File: config.mk
export PLATFORM = sky130hd
export DESIGN_NAME = tmr_unit
export DESIGN_NICKNAME = d
export VERILOG_FILES = /design/src/rtl/tmr_pkg.sv /design/src/rtl/tmr_prescale.sv /design/src/rtl/tmr_capture.sv /design/src/rtl/tmr_wave.sv /design/src/rtl/tmr_unit.sv
export SDC_FILE = /design/constraint.sdc
export NUM_CORES = 1
export LEC_CHECK = 0
export ABC_AREA = 1
export BUFFER_PORTS_ARGS = -buffer_cell sky130_fd_sc_hd__buf_4
export CORE_MARGIN = 2
export CORE_UTILIZATION = 50
export DETAILED_ROUTE_END_ITERATION = 8
export GPL_ROUTABILITY_DRIVEN = 1
export GPL_TIMING_DRIVEN = 0
export PLACE_DENSITY = 0.79
export SYNTH_ARGS = -nofsm -noshare
export SYNTH_HDL_FRONTEND = slang
export SYNTH_SLANG_ARGS = --single-unit
File: constraint.sdc
create_clock -name clk -period 2.4 [get_ports clk]
set_input_delay 0.24 -clock clk [delete_from_list [all_inputs] [get_ports clk]]
set_output_delay 0.24 -clock clk [all_outputs]
set_load 0.05 [all_outputs]
File: src/rtl/tmr_pkg.sv
package tmr_pkg;

    localparam int DATA_W = 32;
    localparam int ADDR_W = 8;
    localparam int PRE_W  = 8;

    localparam logic [ADDR_W-1:0] OFF_SYSST = 8'h14;
    localparam logic [ADDR_W-1:0] OFF_STAT  = 8'h18;
    localparam logic [ADDR_W-1:0] OFF_IEN   = 8'h1C;
    localparam logic [ADDR_W-1:0] OFF_CTRL  = 8'h24;
    localparam logic [ADDR_W-1:0] OFF_CNT   = 8'h28;
    localparam logic [ADDR_W-1:0] OFF_LOAD  = 8'h2C;
    localparam logic [ADDR_W-1:0] OFF_TRIG  = 8'h30;
    localparam logic [ADDR_W-1:0] OFF_WPEND = 8'h34;
    localparam logic [ADDR_W-1:0] OFF_MATCH = 8'h38;
    localparam logic [ADDR_W-1:0] OFF_CAPT  = 8'h3C;
    localparam logic [ADDR_W-1:0] OFF_SRST  = 8'h40;

    typedef struct packed {
        logic              gpo;
        logic              cmode;
        logic              toggle;
        logic [1:0]        out_sel;
        logic [1:0]        edge_sel;
        logic              def_lvl;
        logic              cmp_en;
        logic              pre_en;
        logic [2:0]        ptv;
        logic              autold;
        logic              run;
    } ctrl_t;

    typedef struct packed {
        logic              vld;
        logic [ADDR_W-1:0] addr;
        logic [DATA_W-1:0] data;
    } post_t;

    function automatic logic [PRE_W-1:0] pre_mask(input logic [2:0] ptv);
        logic [PRE_W:0] m;
        m = (9'd2 << ptv) - 9'd1;
        return m[PRE_W-1:0];
    endfunction

endpackage

File: src/rtl/tmr_prescale.sv
module tmr_prescale
    import tmr_pkg::*;
(
    input  logic       clk,
    input  logic       rst,
    input  logic       run,
    input  logic       en,
    input  logic [2:0] ptv,
    output logic       tick
);
    logic [PRE_W-1:0] pcnt_q;
    logic [PRE_W-1:0] mask;

    assign mask = pre_mask(ptv);
    assign tick = run && (!en || ((pcnt_q & mask) == mask));

    always_ff @(posedge clk) begin
        if (rst || !run) pcnt_q <= '0;
        else             pcnt_q <= pcnt_q + 1'b1;
    end
endmodule

File: src/rtl/tmr_capture.sv
module tmr_capture (
    input  logic       clk,
    input  logic       rst,
    input  logic       pin,
    input  logic [1:0] edge_sel,
    output logic       cap_evt
);
    logic s1_q, s2_q, s3_q;

    always_ff @(posedge clk) begin
        if (rst) begin
            s1_q <= 1'b0;
            s2_q <= 1'b0;
            s3_q <= 1'b0;
        end else begin
            s1_q <= pin;
            s2_q <= s1_q;
            s3_q <= s2_q;
        end
    end

    assign cap_evt = (edge_sel[0] && s2_q && !s3_q) ||
                     (edge_sel[1] && !s2_q && s3_q);
endmodule

File: src/rtl/tmr_wave.sv
module tmr_wave (
    input  logic       clk,
    input  logic       rst,
    input  logic       clr,
    input  logic       ev_ovf,
    input  logic       ev_mat,
    input  logic [1:0] sel,
    input  logic       toggle,
    input  logic       def_lvl,
    output logic       wave
);
    logic fire;
    logic pulse_q, tog_q;

    always_comb begin
        unique case (sel)
            2'b00:   fire = 1'b0;
            2'b01:   fire = ev_ovf;
            default: fire = ev_ovf || ev_mat;
        endcase
    end

    always_ff @(posedge clk) begin
        if (rst || clr) begin
            pulse_q <= 1'b0;
            tog_q   <= 1'b0;
        end else begin
            pulse_q <= fire && !toggle;
            if (fire && toggle) tog_q <= !tog_q;
        end
    end

    assign wave = def_lvl ^ (toggle ? tog_q : pulse_q);
endmodule

File: src/rtl/tmr_unit.sv
module tmr_unit
    import tmr_pkg::*;
#(
    parameter int RST_CYCLES = 4
) (
    input  logic              clk,
    input  logic              rst,
    input  logic [ADDR_W-1:0] bus_addr,
    input  logic              bus_we,
    input  logic [DATA_W-1:0] bus_wdata,
    output logic [DATA_W-1:0] bus_rdata,
    input  logic              cap_in,
    output logic              wave_out,
    output logic              irq,
    output logic              reset_done
);
    localparam int RC_W = $clog2(RST_CYCLES + 1);
    localparam logic [DATA_W-1:0] CNT_MAX = '1;

    post_t             pw_q;
    ctrl_t             ctl_q;
    logic [2:0]        st_q, ien_q;
    logic [DATA_W-1:0] cnt_q, load_q, match_q, cap_q;
    logic [RC_W-1:0]   rc_q;

    logic busy, sr_start, wr_ok, tick, ev_ovf, ev_mat, ev_cap;
    logic wr_ctrl, wr_cnt, wr_trig;
    logic [DATA_W-1:0] cnt_step;

    assign busy     = (rc_q != '0);
    assign sr_start = pw_q.vld && !busy && (pw_q.addr == OFF_SRST) && pw_q.data[1];
    assign wr_ok    = pw_q.vld && !busy && !sr_start;
    assign wr_ctrl  = wr_ok && (pw_q.addr == OFF_CTRL);
    assign wr_cnt   = wr_ok && (pw_q.addr == OFF_CNT);
    assign wr_trig  = wr_ok && (pw_q.addr == OFF_TRIG);

    tmr_prescale u_pre (
        .clk(clk), .rst(rst), .run(ctl_q.run && !busy),
        .en(ctl_q.pre_en), .ptv(ctl_q.ptv), .tick(tick)
    );

    tmr_capture u_cap (
        .clk(clk), .rst(rst), .pin(cap_in),
        .edge_sel(ctl_q.edge_sel), .cap_evt(ev_cap)
    );

    tmr_wave u_wave (
        .clk(clk), .rst(rst), .clr(sr_start), .ev_ovf(ev_ovf), .ev_mat(ev_mat),
        .sel(ctl_q.out_sel), .toggle(ctl_q.toggle), .def_lvl(ctl_q.def_lvl),
        .wave(wave_out)
    );

    assign ev_ovf   = tick && (cnt_q == CNT_MAX);
    assign cnt_step = ev_ovf ? (ctl_q.autold ? load_q : '0) : cnt_q + 1'b1;
    assign ev_mat   = tick && ctl_q.cmp_en && (cnt_step == match_q);

    always_ff @(posedge clk) begin
        if (rst) begin
            pw_q    <= '0;
            ctl_q   <= '0;
            st_q    <= '0;
            ien_q   <= '0;
            cnt_q   <= '0;
            load_q  <= '0;
            match_q <= '0;
            cap_q   <= '0;
            rc_q    <= '0;
        end else begin
            pw_q <= '{vld: bus_we, addr: bus_addr, data: bus_wdata};
            if (sr_start) begin
                ctl_q   <= '0;
                st_q    <= '0;
                ien_q   <= '0;
                cnt_q   <= '0;
                load_q  <= '0;
                match_q <= '0;
                cap_q   <= '0;
                rc_q    <= RC_W'(RST_CYCLES);
            end else if (busy) begin
                rc_q <= rc_q - 1'b1;
            end else begin
                if (tick) cnt_q <= cnt_step;
                if (ev_ovf && !ctl_q.autold) ctl_q.run <= 1'b0;
                if (ev_cap) cap_q <= cnt_q;
                st_q <= (st_q & ~((wr_ok && pw_q.addr == OFF_STAT) ? pw_q.data[2:0] : 3'b000))
                        | {ev_cap, ev_ovf, ev_mat};
                if (wr_ctrl) ctl_q <= ctrl_t'(pw_q.data[14:0]);
                if (wr_cnt)  cnt_q <= pw_q.data;
                else if (wr_trig) cnt_q <= load_q;
                if (wr_ok && pw_q.addr == OFF_LOAD)  load_q  <= pw_q.data;
                if (wr_ok && pw_q.addr == OFF_MATCH) match_q <= pw_q.data;
                if (wr_ok && pw_q.addr == OFF_IEN)   ien_q   <= pw_q.data[2:0];
            end
        end
    end

    assign irq        = |(st_q & ien_q);
    assign reset_done = !busy;

    always_comb begin
        unique case (bus_addr)
            OFF_SYSST: bus_rdata = {31'b0, !busy};
            OFF_STAT:  bus_rdata = {29'b0, st_q};
            OFF_IEN:   bus_rdata = {29'b0, ien_q};
            OFF_CTRL:  bus_rdata = {17'b0, ctl_q};
            OFF_CNT:   bus_rdata = cnt_q;
            OFF_LOAD:  bus_rdata = load_q;
            OFF_WPEND: bus_rdata = {31'b0, pw_q.vld};
            OFF_MATCH: bus_rdata = match_q;
            OFF_CAPT:  bus_rdata = cap_q;
            default:   bus_rdata = '0;
        endcase
    end

    // a sampled write is pending on the following cycle
    a_r3_pend_follows_write: assert property (@(posedge clk) disable iff (rst)
        bus_we |=> pw_q.vld);

    // a plain tick adds exactly one
    a_r5_single_step: assert property (@(posedge clk) disable iff (rst)
        (tick && cnt_q != CNT_MAX && !wr_cnt && !wr_trig && !sr_start)
        |=> cnt_q == $past(cnt_q) + 1'b1);

    // one-shot overflow clears the run bit
    a_r6_oneshot_stops: assert property (@(posedge clk) disable iff (rst)
        (ev_ovf && !ctl_q.autold && !wr_ctrl && !sr_start) |=> !ctl_q.run);

    // overflow is recorded in status
    a_r7_ovf_sets_status: assert property (@(posedge clk) disable iff (rst)
        (ev_ovf && !sr_start) |=> st_q[1]);

    // soft reset drops the done flag next cycle
    a_r11_srst_busy: assert property (@(posedge clk) disable iff (rst)
        sr_start |=> !reset_done);

endmodule

==> impl_metrics.toml <==
[timing]
fin_ws_ns = -0.3932
fin_skew_ns = 0.01465
setup_viol = 93
max_slew.worst_pin.slew_ns = 0.9756
max_freq_mhz = 358.0
slew_headroom_pct = 34.96
hold_viol = 0
rsz0062_at_grt = "yes"
period_needed_ns = 2.793
period_share_pct = 116.4
worst_hold_slack_ns = 0.06627
finalMaxSlewViolations = 0

[critical_path]
cp_max_fo = 5
cp-end-kind = "flip-flop"
path_class = "flip-flop to flip-flop"
arrival_ns = 3.21
critPathRequiredTime_ns = 2.82
start_kind = "flip-flop"

[yosys]
synth_nets = 1751
synth_seq_cells = 206
netlist_area_um2 = 11180
synth_seq_area_share_pct = 36.88
synth_cell_types = 42
synth-main-ff-cell = "dfxtp_1"
post_synth.cell_area_avg_um2 = 6.565
synth-edff-count = 0
syn_inst = 1703
async_reset_ff_share_pct = 0
yosysWarnings = 0

[min_path]
hold_class = "input pin to flip-flop"

[floorplanning]
initial_core_util_pct = 51.07
die_area_um2 = 23570
fp.dieH_um = 153.5
row_count = 54
io_pins = 79
die_width_um = 153.5
core_um2 = 21890

[pwr]
p_leak_nw = 6.594
seq_power_share_pct = 44.5
comb_power_share_pct = 14.0
p_clk_share_pct = 41.5
p_int_w = 0.005735
power_density_nw_per_um2 = 513.7
irDropWorstVdd_mv = 0.5768
power_switching_w = 0.002238
switching_share_pct = 28.07

[global_routing]
grt_antenna_before_repair = 0
track_usage_pct = 43.40
overflow = 0
grt_max_degree = 18
grt_pass1_vias = 12993
grt_pass1_wl_um = 77600

[route]
antenna_left = 0
dr.pass1.iters = 6
dr.first_iter.drc_count = 1727
totalWireLength_um = 54520
routed_via_density = 6.233
drc = 0
via_count = 13881
wl_per_cell_um = 24.48

[clocking]
h-tree-depth = 1
worstSkewPairLatency_ns = 0.52
clk_pin_slew_worst_paths_ns = 0.06
ctsLongestPathBuffers = 3
cts_buffers = 22
cts_tree = "yes"
clkSinkCount = 206
clockRootBuffer = "clkbuf_16"

[cells_and_area]
synthToLayoutAreaGrowth_pct = 38.81
nNetsFinal = 1980
final_core_util_pct = 70.90
drive_above_1_share_pct = 25.68
antennaDiodeCount = 0

[placed_design]
place_hpwl_um = 37230
io_buffers = 77
finalWeightedCongestion = 1.047

[outcome]
violations = "negative setup slack"
outcome = "finished with violations"

[job]
drv_cap = 0
[per-stage QoR]
step / setup slack [ns] / setup TNS, ns / area (um^2) / instances / total power, W
after global placement: -1.211 / -105.11 / 12120 / 2060 / 0.004323
after global routing: -0.5012 / -18.09 / 15520 / 2227 / 0.008135
after floorplan: -0.05382 / -0.4793 / 11190 / 1703 / 0.004035
final: -0.3932 / -9.003 / 15520 / 2227 / 0.007973
after detailed placement: -1.249 / -114.51 / 12120 / 2060 / 0.004341
after CTS: -0.3556 / -1.195 / 14600 / 2201 / 0.007717
[power by group through the flow]
stage	clock, W	combinational [W]	sequential, W
after floorplan	0	0.000439	0.00360
after global placement	0	0.000708	0.00362
after detailed placement	0	0.000723	0.00362
after CTS	0.00329	0.000897	0.00353
after global routing	0.00344	0.00115	0.00355
final	0.00331	0.00112	0.00355
[layout by cell type, fill, tap and decap left out, types with 22 or more instances in the layout]
cell	instances
nand2_1	360
inv_1	225
dfxtp_1	172
nor2_1	159
buf_4	146
a21oi_1	103
nand3_1	77
o21ai_0	66
nand2_2	40
dlygate4sd3_1	39
a211oi_1	38
nand4_1	34
o211ai_1	32
a221oi_1	30
clkbuf_16	29
clkbuf_2	22
clkbuf_1	22
[area by class of cell]
| type | instances | area [um^2] |
|---|---|---|
| buffer | 84 | 709.4 |
| clock buffer | 31 | 645.6 |
| clock inverter | 8 | 46.29 |
| fill | 1820 | 6371 |
| inverter | 247 | 980.9 |
| multi-input combinational | 1163 | 6693 |
| sequential | 206 | 4209 |
| tap | 280 | 350.3 |
| timing repair buffer | 208 | 1886 |
[synth_stat cells (3+ instances only)]
master     number  area (um^2)
nand2_1       409         1535
inv_1         237        889.6
dfxtp_1       206         4124
nor2_1        190        713.2
a21oi_1       125        625.6
nand3_1        93        465.5
o21ai_0        74        370.4
clkbuf_1       73        274.0
a221oi_1       49        429.2
a211oi_1       40        300.3
nand4_1        34        212.7
o211ai_1       32        240.2
nor3_1         26        130.1
xor2_1         22        192.7
nand3b_1       12        90.09
o22ai_1        12        75.07
buf_2           6        30.03
inv_2           6        22.52
buf_1           5        18.77
o2111ai_1       5        43.79
o221ai_1        5        43.79
clkinv_1        4        15.01
ha_1            4        50.05
nand2_2         3        18.77
nor4_1          3        18.77
o21ai_1         3        15.01
[sequential cells by signal, summed over array words and instances, names as in the netlist, 3 cells and up]
register      cells
rc_q              3
ien_q             3
u_pre.pcnt_q      8
cnt_q            32
load_q           32
match_q          32
pw_q             41
ctl_q            15
st_q              3
cap_q            32
[routing by layer]
metal / global-route usage [%] / up-vias / wire length, um
met5: 0 / - / 0
li1: - / 6106 / -
met3: 11.08 / 332 / 6502
met1: 55.70 / 6395 / 20810
met4: 24.38 / 0 / 4113
met2: 66.65 / 1048 / 23100
[worst paths after layout]
kind | startpoint | endpoint | slack, ns | depth (start not counted)
min | bus_addr[3] | pw_q[35] | 0.07 | 3
max | cnt_q[8] | u_wave.tog_q | -0.39 | 20
min reg2reg | u_cap.s1_q | u_cap.s2_q | 0.44 | 2
max reg2reg | cnt_q[8] | u_wave.tog_q | -0.39 | 20
[logic make-up after synthesis]
group                      after synthesis  share of synthesized area, %
and+or+nand+nor                        784                         29.73
xor gates and xnor gates                24                         1.880
adders and majority gates                4                        0.4476
AOI/OAI and AO/OA                      351                         19.61
DFF                                    206                         36.88
buffers and inverters                  334                         11.45
[worst max-delay path: stages, from the launching register on]
cell and delay (ns):
dfxtp_2 0.39, nand4_1 0.19, nor2_2 0.20, nand2_4 0.09, nor2_8 0.15, buf_6 0.13
buf_12 0.10, buf_16 0.12, nand4_1 0.13, nand3_2 0.14, nand2_1 0.08, inv_1 0.06
nand2_1 0.08, nor2_1 0.13, nand2_1 0.12, nor2_2 0.12, nand3_2 0.12, nand2_2 0.13
nand4_1 0.09, nand2_1 0.08, nor2_1 0.04
[repair_timing]
item / in CTS / in global routing
hold buffers: 39 / 0
resized for setup: 268 / 203
setup endpoints to repair: 184 / 148
setup buffers: 63 / 24
gates cloned: 3 / 3
pin swaps: 37 / 63
endpoints found under the hold margin: 39 / 0
(Power assumes the default switching activity.)
